--- src/rtl/bank_window_pkg.sv ---
package bank_window_pkg;
  localparam int unsigned DEF_ADDR_W = 24;
  localparam int unsigned DEF_WIN_W  = 15;
  localparam int unsigned DEF_DATA_W = 8;
  localparam int unsigned SYNC_DEPTH = 2;
endpackage

--- src/rtl/bw_rst_sync.sv ---
module bw_rst_sync #(
  parameter int unsigned DEPTH = bank_window_pkg::SYNC_DEPTH
) (
  input  logic clk,
  input  logic rst_n,
  output logic rst_q_n
);
  logic [DEPTH-1:0] chain_q;
  logic [DEPTH-1:0] chain_d;

  always_comb begin
    chain_d = {chain_q[DEPTH-2:0], 1'b1};
  end

  always_ff @(posedge clk or negedge rst_n) begin
    if (!rst_n) chain_q <= '0;
    else        chain_q <= chain_d;
  end

  assign rst_q_n = chain_q[DEPTH-1];
endmodule

--- src/rtl/bw_edge_detect.sv ---
module bw_edge_detect (
  input  logic clk,
  input  logic rst_n,
  input  logic level_i,
  output logic rise_o
);
  logic prev_q;
  logic prev_d;

  always_comb begin
    prev_d = level_i;
  end

  always_ff @(posedge clk or negedge rst_n) begin
    if (!rst_n) prev_q <= 1'b0;
    else        prev_q <= prev_d;
  end

  assign rise_o = level_i & ~prev_q;
endmodule

--- src/rtl/bw_shift_field.sv ---
module bw_shift_field #(
  parameter int unsigned FIELD_W = 9
) (
  input  logic               clk,
  input  logic               rst_n,
  input  logic               shift_en,
  input  logic               bit_in,
  output logic [FIELD_W-1:0] field_o
);
  logic [FIELD_W-1:0] field_q;
  logic [FIELD_W-1:0] field_d;

  always_comb begin
    field_d = field_q;
    if (shift_en) begin
      field_d = {bit_in, field_q[FIELD_W-1:1]};
    end
  end

  always_ff @(posedge clk or negedge rst_n) begin
    if (!rst_n) field_q <= '0;
    else        field_q <= field_d;
  end

  assign field_o = field_q;
endmodule

--- src/rtl/bw_addr_join.sv ---
module bw_addr_join #(
  parameter int unsigned ADDR_W = 24,
  parameter int unsigned WIN_W  = 15
) (
  input  logic [ADDR_W-1:0] base_i,
  input  logic [WIN_W-1:0]  off_i,
  output logic [ADDR_W-1:0] addr_o
);
  for (genvar i = 0; i < ADDR_W; i++) begin : g_bit
    if (i < WIN_W) begin : g_low
      assign addr_o[i] = base_i[i] | off_i[i];
    end else begin : g_high
      assign addr_o[i] = base_i[i];
    end
  end
endmodule

--- src/rtl/bank_window_reg.sv ---
module bank_window_reg #(
  parameter int unsigned ADDR_W = bank_window_pkg::DEF_ADDR_W,
  parameter int unsigned WIN_W  = bank_window_pkg::DEF_WIN_W,
  parameter int unsigned DATA_W = bank_window_pkg::DEF_DATA_W
) (
  input  logic              clk,
  input  logic              rst_n,
  input  logic              wr_stb,
  input  logic [DATA_W-1:0] wr_data,
  input  logic [WIN_W-1:0]  win_off,
  output logic [ADDR_W-1:0] base_addr,
  output logic [ADDR_W-1:0] bus_addr
);
  localparam int unsigned FIELD_W = ADDR_W - WIN_W;

  logic               rst_q_n;
  logic               load_pulse;
  logic [FIELD_W-1:0] field;

  bw_rst_sync u_rst (
    .clk     (clk),
    .rst_n   (rst_n),
    .rst_q_n (rst_q_n)
  );

  bw_edge_detect u_edge (
    .clk     (clk),
    .rst_n   (rst_q_n),
    .level_i (wr_stb),
    .rise_o  (load_pulse)
  );

  bw_shift_field #(.FIELD_W(FIELD_W)) u_field (
    .clk      (clk),
    .rst_n    (rst_q_n),
    .shift_en (load_pulse),
    .bit_in   (wr_data[0]),
    .field_o  (field)
  );

  assign base_addr = {field, {WIN_W{1'b0}}};

  bw_addr_join #(.ADDR_W(ADDR_W), .WIN_W(WIN_W)) u_join (
    .base_i (base_addr),
    .off_i  (win_off),
    .addr_o (bus_addr)
  );
endmodule

--- config.mk ---
export PLATFORM = sky130hd
export DESIGN_NAME = bank_window_reg
export DESIGN_NICKNAME = d
export VERILOG_FILES = /design/src/rtl/bank_window_pkg.sv /design/src/rtl/bw_rst_sync.sv /design/src/rtl/bw_edge_detect.sv /design/src/rtl/bw_shift_field.sv /design/src/rtl/bw_addr_join.sv /design/src/rtl/bank_window_reg.sv
export SDC_FILE = /design/constraint.sdc
export NUM_CORES = 1
export LEC_CHECK = 0
export BUFFER_PORTS_ARGS = -buffer_cell sky130_fd_sc_hd__buf_2
export CORE_MARGIN = 5
export CORE_UTILIZATION = 35
export DETAILED_ROUTE_END_ITERATION = 8
export GPL_TIMING_DRIVEN = 0
export PLACE_DENSITY = 0.82
export SLEW_MARGIN = 20
export SYNTH_ARGS = -nofsm -noshare
export SYNTH_HDL_FRONTEND = slang
export SYNTH_SLANG_ARGS = --single-unit
--- constraint.sdc ---
create_clock -name clk -period 0.8 [get_ports clk]
set_input_delay 0.24 -clock clk [delete_from_list [all_inputs] [get_ports clk]]
set_output_delay 0.24 -clock clk [all_outputs]
set_load 0.05 [all_outputs]
Word-level counts from Yosys, hierarchy flattened
Index checks and enable logic that the tools add are counted.
Cells by class
  add/subtract/negate cells: 0
  multipliers: 0
  div/mod/pow operators: 0
  $lt $le $gt $ge: 0
  equal/unequal tests: 0
  shifts and indexed selects: 0
  multiplexer cells: 0
  bitwise logic cells: 2
  reductions and logical operators: 0
Operators by type and width (number)
  bitwise AND 1 bit: 1
  inverter 1 bit: 1
Word-level totals
  register bits: 12
  latch bits: 0
  bits in writable memories: 0
  bits in read-only memories: 0
  input bits: 26
  output and inout port bits: 48
  memories: 0

Depth between registers and ports, before layout
Gate-level depths: netlist (run 1).
  depth in word-level cells: 2
  mapped depth: 3
  depth with buffers taken out: 2

Cells and area by module
From an unflattened synthesis (run 1), not the netlist that was laid out.
Unflattened totals
  cells, all modules: 64
  area total of the unflattened synthesis: 742.0 um^2
Modules (own cells, without submodules)
  bw_shift_field: times used 1, cells an instance 19, area each 371.6 um^2, seq. area each 225.2 um^2
  bw_addr_join: times used 1, cells an instance 24, area each 161.4 um^2, seq. area each 0.0 um^2
  bank_window_reg: times used 1, cells an instance 16, area each 116.4 um^2, seq. area each 0.0 um^2
  bw_rst_sync: times used 1, cells an instance 3, area each 53.8 um^2, seq. area each 50.0 um^2
  bw_edge_detect: times used 1, cells an instance 2, area each 38.8 um^2, seq. area each 25.0 um^2

Worst setup path after synthesis (run 1)
Ideal clock, no wire load.
  path type: register -> output
  start: reg u_field.field_q[1], in the netlist u_field.field_o[1]
  end: out bus_addr[16]
  arrival time: 0.921 ns
  slack: -0.361 ns
  cell stages (with the launch flop): 2
  path through: dfrtp_1 > buf_4
RTL lines
  from (decl): RTL line bw_shift_field.sv:10  | logic [FIELD_W-1:0] field_q;
  from (signal assigned): RTL line bw_shift_field.sv:22  | else field_q <= field_d;
  to (decl): RTL line bank_window_reg.sv:12  | output logic [ADDR_W-1:0] bus_addr
No word-level cell between the ends.

Worst setup path in the final report (run 1)
  start: reg u_field.field_q[7], in the netlist u_field.field_o[7]
  end: out bus_addr[22]
No word-level cell between the ends.

==> results by stage, run 1 <==
Status:
- The run finished, with violations left.
- The final reports fail on setup timing.

Critical path:
- The maximum fanout along the worst path is 3.
- The data required time at the worst endpoint is 560 ps.
- On the worst path, the slowest cell contributes a delay of 440 ps.
- The slowest stage cell on the critical path is sky130_fd_sc_hd__dfrtp_2.
- The critical path is of the flip-flop to primary output type.
- Traced cell by cell, the critical path runs through buf_8 > buf_8.
- The number of cells on the worst reg-to-reg path is 2.
- The startpoint class of the critical path is a flip-flop.
- The library cell appearing most often on the critical path is sky130_fd_sc_hd__buf_8.
- The worst setup path is captured at a primary output.
- The data arrival time of the worst path is 970 ps.

Finish:
- 0 antenna diodes ended up in the layout.
- The post-route netlist has 84.3% of its cells at a drive strength greater than 1.
- The total number of nets in the final design is 154.
- The area overhead of the layout relative to synthesis is 83.6%.
- The count of non-filler cells in the finished layout is 154.
- The final cell area excluding filler cells is 1400 sq um.
- The final standard cell utilization of the core is 69.1%.

Flow run:
- The number of maximum-capacitance constraint violations is 0.

STA:
- The final worst-path cycle share is 151%.
- Setup repair after global routing could not meet its margin everywhere.
- The final hold violation count was 0.
- Once routing completed, OpenROAD measured the worst setup slack at -412 ps.
- For this run, the top clock speed supported by timing is 825 MHz.
- On the final layout, the worst hold slack is 163 ps.
- The post-route minimum period is 1210 ps.
- Setup violations remaining at the end of the flow were counted as 27.
- For the final routed database, the setup TNS stands at -8010 ps.
- The clock skew is 2.21 ps.
- The total count of max-transition violations in the final report is 0.

CTS:
- The count of clock tree sinks is 12.
- The depth of the CTS H-tree is 1.
- TritonCTS built the clock tree.
- The clock-pin slew on the worst setup and hold paths is 70 ps.
- The clock reaches the later pin of the worst-skew pair after 270 ps.
- The clock buffer count from CTS is 3.
- The maximum clock path buffer count is 2.
- The master cell of the clock root buffer is sky130_fd_sc_hd__clkbuf_4.

Synthesis:
- The synthesized area per cell is 11.9 sq um.
- The post-synthesis cell type count is 6.
- The cell area after synthesis is 761 sq um.
- The post-synthesis register bit count is 12.
- The instance count of the mapped netlist is 64.
- For this run, the register share of the synthesized area comes to 39.5%.
- The count of synthesis-stage warnings from yosys is 0.

Floorplanning:
- In this run the standard cell core region covers 2020 sq um.
- For this design the top-level I/O count stands at 74.
- The site row count is 16.
- The die covers 3210 sq um.
- From left edge to right edge, the die measures 56.6 um.
- The initial cell density of the core is 37.6%.
- The die is 56.6 um tall.

Placed design:
- The final weighted congestion of routability-driven global placement is 0.685.
- The total instance count after detailed placement is 141.
- The count of buffers added on input and output ports is 36.
- The placement-stage worst setup slack is -247 ps.
- The placed cell area is 1100 sq um.

Detailed routing:
- The mean number of vias per cell is 3.73.
- The post-detailed-route wirelength per cell is 11.4 um.
- For this run, design rule violations remaining after detail routing come to 0.
- After the first detailed-routing iteration, the DRC count stood at 8.
- The wire length after detailed routing is 1750 um.
- The detailed-router iteration count before antenna repair is 3.
- The final antenna-violating net count is 0.
- The total vias in the final route is 574.

Power:
- The power density over the cells is 3960 nW/um^2.
- The leakage power total is 0.770 nW.
- The total power of the final layout is 5.52 mW.
- The worst vdd rail ir drop is 0.00233 V.

Global routing:
- Entering global routing, the biggest net connects 11 pins.
- The initial antenna violation count was 0.
- The number of global-route vias before repair is 697.
- The overflow left after global routing is 0.
- The global router's overall resource usage is 11.1%.
- The global-route wire length before repair is 2840 um.

Hold path:
- The type of the most critical hold path is flip-flop to async pin.
## layout make-up
class                           instances  area, sq um
Buffer                                 39          357
Clock buffer                            4         36.3
Fill cell                             136          626
Multi-Input combinational cell         27          223
Sequential cell                        12          312
Tap cell                               27         33.8
Timing Repair Buffer                   45          435
## path summary, 6_finish.rpt
kind,end,slack [ps],from
max,bus_addr[22],-410,u_field.field_o[7]
min reg2reg,u_field.field_o[3],160,u_rst.chain_q[1]
max reg2reg,u_field.field_o[5],-190,u_edge.prev_q
max in group asynchronous,u_field.field_o[2],330,u_rst.chain_q[1]
min,u_field.field_o[3],160,u_rst.chain_q[1]
min in group clk,u_edge.prev_q,160,wr_stb
## worst max-delay path, delay by kind of cell (launching register included)
kind	cells	cell delay [ps]
flops	1	440
buf+inv	2	270
## flip-flops by register name, summed over array words and instances (netlist names)
signal	cells
u_field.field_o	9
u_rst.chain_q	2
u_edge.prev_q	1
## layer usage
layer | vias to the layer above | GRT usage, % | part of all wire (%)
li1 | 273 | - | -
met1 | 251 | 11.3 | 35
met2 | 50 | 20.3 | 52
met3 | 0 | 3.44 | 13
met4 | 0 | 5.08 | 0
met5 | - | 0 | 0
## placed cells by master (no fill, tap or decap), drive strengths merged
cell	n
buf	81
conb	16
dlygate4sd3	1
dfrtp	12
nand2b	2
mux2	9
clkbuf	6
## cell families after synthesis
group         count (synthesis)  synth area share, %
other cells                   2                0.987
flops                        12                 39.5
buf+inv                      40                 40.0
mux                           9                 17.8
simple gates                  1                 1.81
## what timing repair did
action | in CTS | in global routing
resized for setup | 48 | 15
cloned | 1 | 0
hold buffers | 1 | 0
buffers inserted | 8 | 0
hold endpoints to repair | 2 | 0
endpoints found under the setup margin | 40 | 29
## cell usage after synthesis, drive strengths merged
master,instances,area share (%)
conb,2,0.99
buf,40,40
dfrtp,12,39
nand2b,1,1.8
mux2,9,18
## power breakdown
group	internal, mW	total, mW	switching (mW)	leakage [nW]
Sequential	0.835	1.09	0.257	0.133
Combinational	1.88	3.97	2.09	0.616
Clock	0.276	0.465	0.188	0.0210
Total	2.99	5.52	2.53	0.770
(Power assumes the default switching activity.)
==> run 2: changes to the inputs <==
CELL_PAD_IN_SITES_DETAIL_PLACEMENT = 1   (was unset)
CELL_PAD_IN_SITES_GLOBAL_PLACEMENT = 2   (was unset)
CORE_ASPECT_RATIO = 2   (was unset)
CORE_UTILIZATION = 18   (was 35)
PLACE_DENSITY = 0.81   (was 0.82)
==> run 2 against run 1 <==
  * Wire length up 13%
  * Sequential power up 4%
  * Largest power group unchanged
  * First-iteration DRC count down 88%
  * Register-to-register slack worse by 20 ps
  * Non-clock buffer count down 2
  * Die area up 78%
  * Power up 0.25%
  * Via count up 1.0%
  * Critical path type unchanged
  * The flow still finishes with violations (setup timing)
  * Worst hold slack worse by 6.8 ps
  * Core utilization down 35 points
  * Largest cell class unchanged
  * Critical path depth unchanged
==> results by stage, run 2 (synthesized netlist as in run 1, its figures left out) <==
Hold path:
- The type of the most critical hold path is flip-flop to async pin.

Detailed routing:
- The detailed-router iteration count before antenna repair is 3.
- For this block, the initial DRC count from the detailed router was 1.
- The final antenna-violating net count is 0.
- For this run, design rule violations remaining after detail routing come to 0.
- The detailed router placed 580 vias in this run.
- The post-detailed-route wirelength per cell is 11.2 um.
- The mean number of vias per cell is 3.28.
- Wires add up to 1990 um.

Power:
- Net switching is 46.1% of the power.
- The share of total power dissipated in the clock network is 9.8%.
- The power density over the cells is 3930 nW/um^2.
- The switching power is 2.56 mW.
- For this design the static power due to leakage is 0.759 nW.
- The share of total power in sequential cells is 20.3%.
- In this run, the combinational gates consume 69.8% of the power.
- The internal portion of the total power is 2.98 mW.
- The worst vdd rail ir drop is 0.00183 V.

Critical path:
- The library cell appearing most often on the critical path is sky130_fd_sc_hd__buf_8.
- The slowest stage of the critical path is the sky130_fd_sc_hd__dfrtp_2 cell.
- The worst setup path is of the flip-flop to primary output kind.
- The capturing element type of the critical path is a primary output.
- Data arrives at the worst endpoint at 940 ps.
- At the worst endpoint, the required time is 560 ps.
- The maximum fanout along the worst path is 4.
- The startpoint class of the critical path is a flip-flop.
- The signal on the critical path passes through buf_8 > buf_8.
- The delay of the slowest critical-path stage is 440 ps.

STA:
- The final worst-path cycle share is 147%.
- On the final layout, the worst clock skew is 0.845 ps.
- The worst path in the final design needs a cycle of 1180 ps, including I/O delays and setup.
- The number of setup violations in the final report is 27.
- The maximum operating frequency is 850 MHz.
- The final hold violation count is 0.
- The worst-case setup margin in the final layout is -377 ps.
- Setup repair after global routing could not meet its margin everywhere.
- The total count of max-transition violations in the final report is 0.
- Summed over all failing endpoints, the final setup total negative slack is -7670 ps.
- The worst hold margin is 156 ps.

CTS:
- The longest clock path from root to sink contains 2 buffers.
- The depth of the CTS H-tree is 1.
- CTS saw 12 sinks.
- The clock-pin slew on the worst setup and hold paths is 50 ps.
- Clock latency on the worst-skew pair, taken at its later pin, is 230 ps.
- Clock tree synthesis selected as its root buffer the cell sky130_fd_sc_hd__clkbuf_8.
- Counting the buffers created by CTS gives 3.
- TritonCTS built the clock tree.

Status:
- The flow ran to the end, but the final reports show violations.
- The final reports fail on setup timing.

Floorplanning:
- The number of top-level pins is 74.
- The area of the die is 5710 sq um.
- The die height is 102 um.
- From left edge to right edge, the die measures 56.0 um.
- The placeable core region is 4090 sq um.
- For this configuration, the core starts out at a cell density of 18.6%.
- After floorplanning, the core was divided into 33 placement rows.

Global routing:
- The global router's overall resource usage is 7.05%.
- The initial antenna violation count is 0.
- Entering global routing, the biggest net connects 11 pins.
- The overflow left after global routing is 0.
- The number of global-route vias before repair was 684.
- The first global-routing pass estimated 3150 um of wire.

Placed design:
- Summing all placed instances gives a cell area of 1130 sq um.
- At the placement stage, the worst setup path has a slack of -255 ps.
- Port buffering added 36 buffers.
- After legalization and detailed placement, the total HPWL measured 1580 um.
- The final weighted congestion of routability-driven global placement is 0.627.

Finish:
- The repair_antennas step left the layout with diodes totalling 0.
- The library cell used most frequently in the layout, excluding fill and tap cells, is sky130_fd_sc_hd__buf_4.
- The area overhead of the layout relative to synthesis is 85.4%.
- The top cell types in the final layout, fill and taps aside, are sky130_fd_sc_hd__buf_4 (51), sky130_fd_sc_hd__buf_8 (17), sky130_fd_sc_hd__conb_1 (16), sky130_fd_sc_hd__mux2_4 (9), sky130_fd_sc_hd__dfrtp_2 (9).
- The finished cells cover 1410 sq um.
- In the final layout, the share of cells above drive strength 1 is 83.2%.
- Registers take 312 sq um.
- After filler insertion, the fill cell instance count of the layout stands at 449.
- The number of flip-flops under the largest register name is 9.
- In the final layout, the multi-input gates occupy 223 sq um.
- The total number of nets in the final design is 152.

Flow run:
- The number of maximum-capacitance constraint violations is 0.
-- run 2: critical path: cells and delay by family (launching register included) --
kind | cells | cell delay [ps]
flip-flops | 1 | 440
buffers and inverters | 2 | 270
-- run 2: worst paths after layout --
path | cells past startpoint | slack, ps | from | endpoint
max | 2 | -380 | u_field.field_o[6] | bus_addr[21]
min | 0 | 160 | u_rst.chain_q[1] | u_edge.prev_q
max reg2reg | 2 | -210 | u_edge.prev_q | u_field.field_o[1]
min reg2reg | 0 | 160 | u_rst.chain_q[1] | u_edge.prev_q
max in group asynchronous | 0 | 350 | u_rst.chain_q[1] | u_field.field_o[2]
min in group clk | 1 | 200 | wr_stb | u_edge.prev_q
-- run 2: metal layers --
metal | GRT usage [%] | vias to the layer above | share of wire [%]
met4 | 4.39 | 0 | 2.1
met2 | 14.2 | 40 | 61
met1 | 6.08 | 266 | 28
met5 | 0 | - | 0
li1 | - | 269 | -
met3 | 1.39 | 5 | 9.0
-- run 2: final cells by class --
class | count | share of cell area [%]
Sequential cell | 12 | 22.1
Timing Repair Buffer | 43 | 29.0
Buffer | 39 | 25.3
Clock buffer | 4 | 3.19
Tap cell | 52 | 4.61
Multi-Input combinational cell | 27 | 15.8
-- run 2: metrics by stage --
| stage | cells | util (%) | total power, mW |
|---|---|---|---|
| after floorplan | 78 | - | 3.59 |
| after global placement | 166 | 27.6 | 4.09 |
| after detailed placement | 166 | 27.6 | 4.12 |
| after CTS | 177 | 34.0 | 5.49 |
| after global routing | 177 | 34.5 | 5.77 |
| final | 177 | 34.5 | 5.54 |
-- run 2: repair_timing --
item / 4_1_cts / 5_1_grt
setup buffers: 6 / 0
gates cloned: 1 / 0
endpoints found under the hold margin: 2 / 0
setup endpoints to repair: 41 / 28
hold buffers: 1 / 0
gates resized for setup: 53 / 6
-- run 2: power by group through the flow --
stage          sequential, mW  combinational [mW]  clock [mW]
2_1_floorplan            1.73                1.87           0
3_3_place_gp             1.13                2.96           0
3_5_place_dp             1.14                2.98           0
4_1_cts                  1.14                3.79       0.569
5_1_grt                  1.16                3.99       0.613
6_report                 1.13                3.87       0.543
==> run 3: changes to the inputs <==
clock period = 1.2 ns   (was 0.8 ns; I/O delays follow)
==> run 3 against run 2 <==
  * The flow still finishes with violations (setup timing)
  * Register-to-register slack improved by 350 ps
  * First-iteration DRC count increased to 14 times the previous value
  * Worst setup slack better by 290 ps
  * Critical path depth unchanged
  * Clock skew grew 0.66 ps
  * Sequential cell count is the same
  * Core utilization grew 0.15 points
  * Final area is 0.44% higher
  * Global-route usage grew 0.080 points
  * Worst hold slack better by 12 ps
  * Sequential share of layout area down 0.098 points
  * Die area is the same
  * Critical path type unchanged
==> results by stage, run 3 (synthesized netlist as in run 1, its figures left out) <==
Power:
- Power spread over the standard cell area amounts to 2720 nW/um^2.
- The total power of the final layout is 3.85 mW.
- The leakage power total is 0.781 nW.
- The worst vdd rail ir drop is 0.00115 V.

STA:
- Static timing analysis puts the maximum clock frequency at 776 MHz.
- The clock skew is 1.50 ps.
- Setup repair after global routing could not meet its margin everywhere.
- After layout, the minimum clock period comes to 1290 ps.
- Across all setup checks in the final design, the least slack found is -88.9 ps.
- The total count of max-transition violations in the final report is 0.
- The number of setup violations in the final report is 10.
- Of the available clock period, the critical path in the final layout requires 107%.
- The final hold violation count was 0.
- Final hold analysis gives a worst-case slack of 168 ps.

Critical path:
- The data required time at the worst endpoint is 840 ps.
- For the worst setup path, the data arrival time is 930 ps.
- STA classifies the critical path startpoint as a flip-flop.
- The maximum fanout along the worst path is 4.
- In this run the critical register-to-register path is captured at u_field.field_o[2].
- The internal reg-to-reg setup slack is 140 ps.
- STA classifies the critical path endpoint as a primary output.
- The critical path in this run is classified as flip-flop to primary output.
- For the worst flop-to-flop path, the logic depth is 3.
- The worst reg2reg path startpoint is u_field.field_o[3].

CTS:
- In this run the number of H-tree levels came out at 1.
- The count of clock tree sinks is 12.
- Clock-pin slew was measured on the worst setup and hold paths at 50 ps.
- The clock insertion delay at the later pin of the skew report is 230 ps.
- TritonCTS built the clock tree.
- The clock passes through at most 2 buffers.
- The clock buffer count from CTS is 3.
- The root buffer cell chosen for the clock tree is sky130_fd_sc_hd__clkbuf_8.

Placed design:
- The post-DP HPWL is 1430 um.
- The final weighted congestion of routability-driven global placement is 0.639.
- In this run the tool buffered the top-level ports with 36 buffer cells.

Finish:
- The area overhead of the layout relative to synthesis is 86.2%.
- The total number of nets in the final design is 160.
- In the layout the commonest cells are sky130_fd_sc_hd__buf_4 (45), sky130_fd_sc_hd__buf_6 (18), sky130_fd_sc_hd__buf_2 (18), sky130_fd_sc_hd__conb_1 (16).
- The register with the most flip-flops in the layout has 9 of them.
- The leading cell type in the layout, fill and taps excluded is sky130_fd_sc_hd__buf_4.
- Cells with a size suffix above 1 make up 85.0% of the layout.
- The number of antenna repair diodes is 0.

Global routing:
- After global routing the overflow that remains totals 0.
- The number of global-route vias before repair is 716.
- The largest net degree at the start of global routing is 11.
- The first global-routing pass estimated 3220 um of wire.
- Global routing used 7.13% of the available tracks across all layers.
- The initial antenna violation count is 0.

Detailed routing:
- The detailed-router iteration count before antenna repair is 2.
- Dividing the detail-routed wire length by the instance count gives 11.0 um.
- The number of violations reported at the end of detailed-routing iteration 0 is 14.
- The total vias in the final route is 619.
- Dividing the detail-routed via count by the number of cells gives 3.35.
- Wires add up to 2040 um.
- The final antenna-violating net count is 0.
- After detailed routing, the number of remaining DRC violations is 0.

Status:
- The final reports fail on setup timing.
- The flow ran to the end, but the final reports show violations.

Hold path:
- The type of the most critical hold path is flip-flop to async pin.

Flow run:
- The number of maximum-capacitance constraint violations is 0.

Floorplanning:
- The horizontal extent of the die is 56.0 um.
- For this configuration, the core starts out at a cell density of 18.6%.
- The placeable core region is 4090 sq um.
- The number of top-level pins is 74.
- The die height is 102 um.
- The site row count is 33.
- The area of the die is 5710 sq um.
==> run 3: cell types whose count changed in the layout (fill, tap and decap cells not counted), sizes merged <==
cell	before	now
buf	80	90
clkbuf	5	4
nand2b	2	1
==> run 3: how the worst max path moves through the flow <==
stage / start / end / slack, ps / depth (start not counted)
2_1_floorplan: u_field.field_o[1] / bus_addr[16] / 70 / 1
3_3_place_gp: wr_stb / u_field.field_o[1] / 70 / 4
3_5_place_dp: wr_stb / u_field.field_o[7] / 50 / 4
4_1_cts: u_field.field_o[6] / bus_addr[21] / -90 / 2
5_1_grt: u_field.field_o[2] / bus_addr[17] / -120 / 2
6_report: u_field.field_o[2] / bus_addr[17] / -90 / 2
==> run 3: area by class of cell <==
cell class,instances,area [sq um]
sequential,12,312
tap,52,65.1
clock buffer,4,55.1
buffer,40,338
multi-input combinational,26,209
fill,449,2670
timing repair buffer,51,438
==> run 3: stage by stage <==
step	setup TNS, ps	utilization [%]	area, sq um	cells	setup slack [ps]
2_1_floorplan	0	-	825	78	74.2
3_3_place_gp	0	26.2	1070	166	68.5
3_5_place_dp	0	26.2	1070	166	45.3
4_1_cts	-874	34.0	1390	183	-88.9
5_1_grt	-1180	34.6	1420	185	-123
6_report	-739	34.6	1420	185	-88.9
==> run 3: routing by layer <==
metal | wire [um] | vias to the layer above | share of wire (%) | track usage (%)
met5 | 0 | - | 0 | 0
met4 | 0 | 0 | 0 | 1.65
met3 | 247 | 0 | 12 | 3.03
met2 | 1100 | 52 | 54 | 13.5
met1 | 694 | 286 | 34 | 7.09
li1 | - | 281 | - | -
==> run 3: worst max-delay path, cell delays in order, from the launching register on <==
cell and delay (ps):
sky130_fd_sc_hd__dfrtp_2 430, sky130_fd_sc_hd__buf_6 130, sky130_fd_sc_hd__buf_8 140
==> run 3: timing repair <==
| action | in CTS | in global routing |
|---|---|---|
| endpoints found under the setup margin | 18 | 18 |
| resized for setup | 50 | 4 |
| cloned | 0 | 0 |
| hold buffers | 1 | 0 |
| buffers inserted | 12 | 2 |
| hold endpoints to repair | 2 | 0 |
==> run 3: report_power, final <==
group / internal, mW / switching [mW]
Combinational: 1.27 / 1.43
Clock: 0.289 / 0.135
Sequential: 0.558 / 0.168
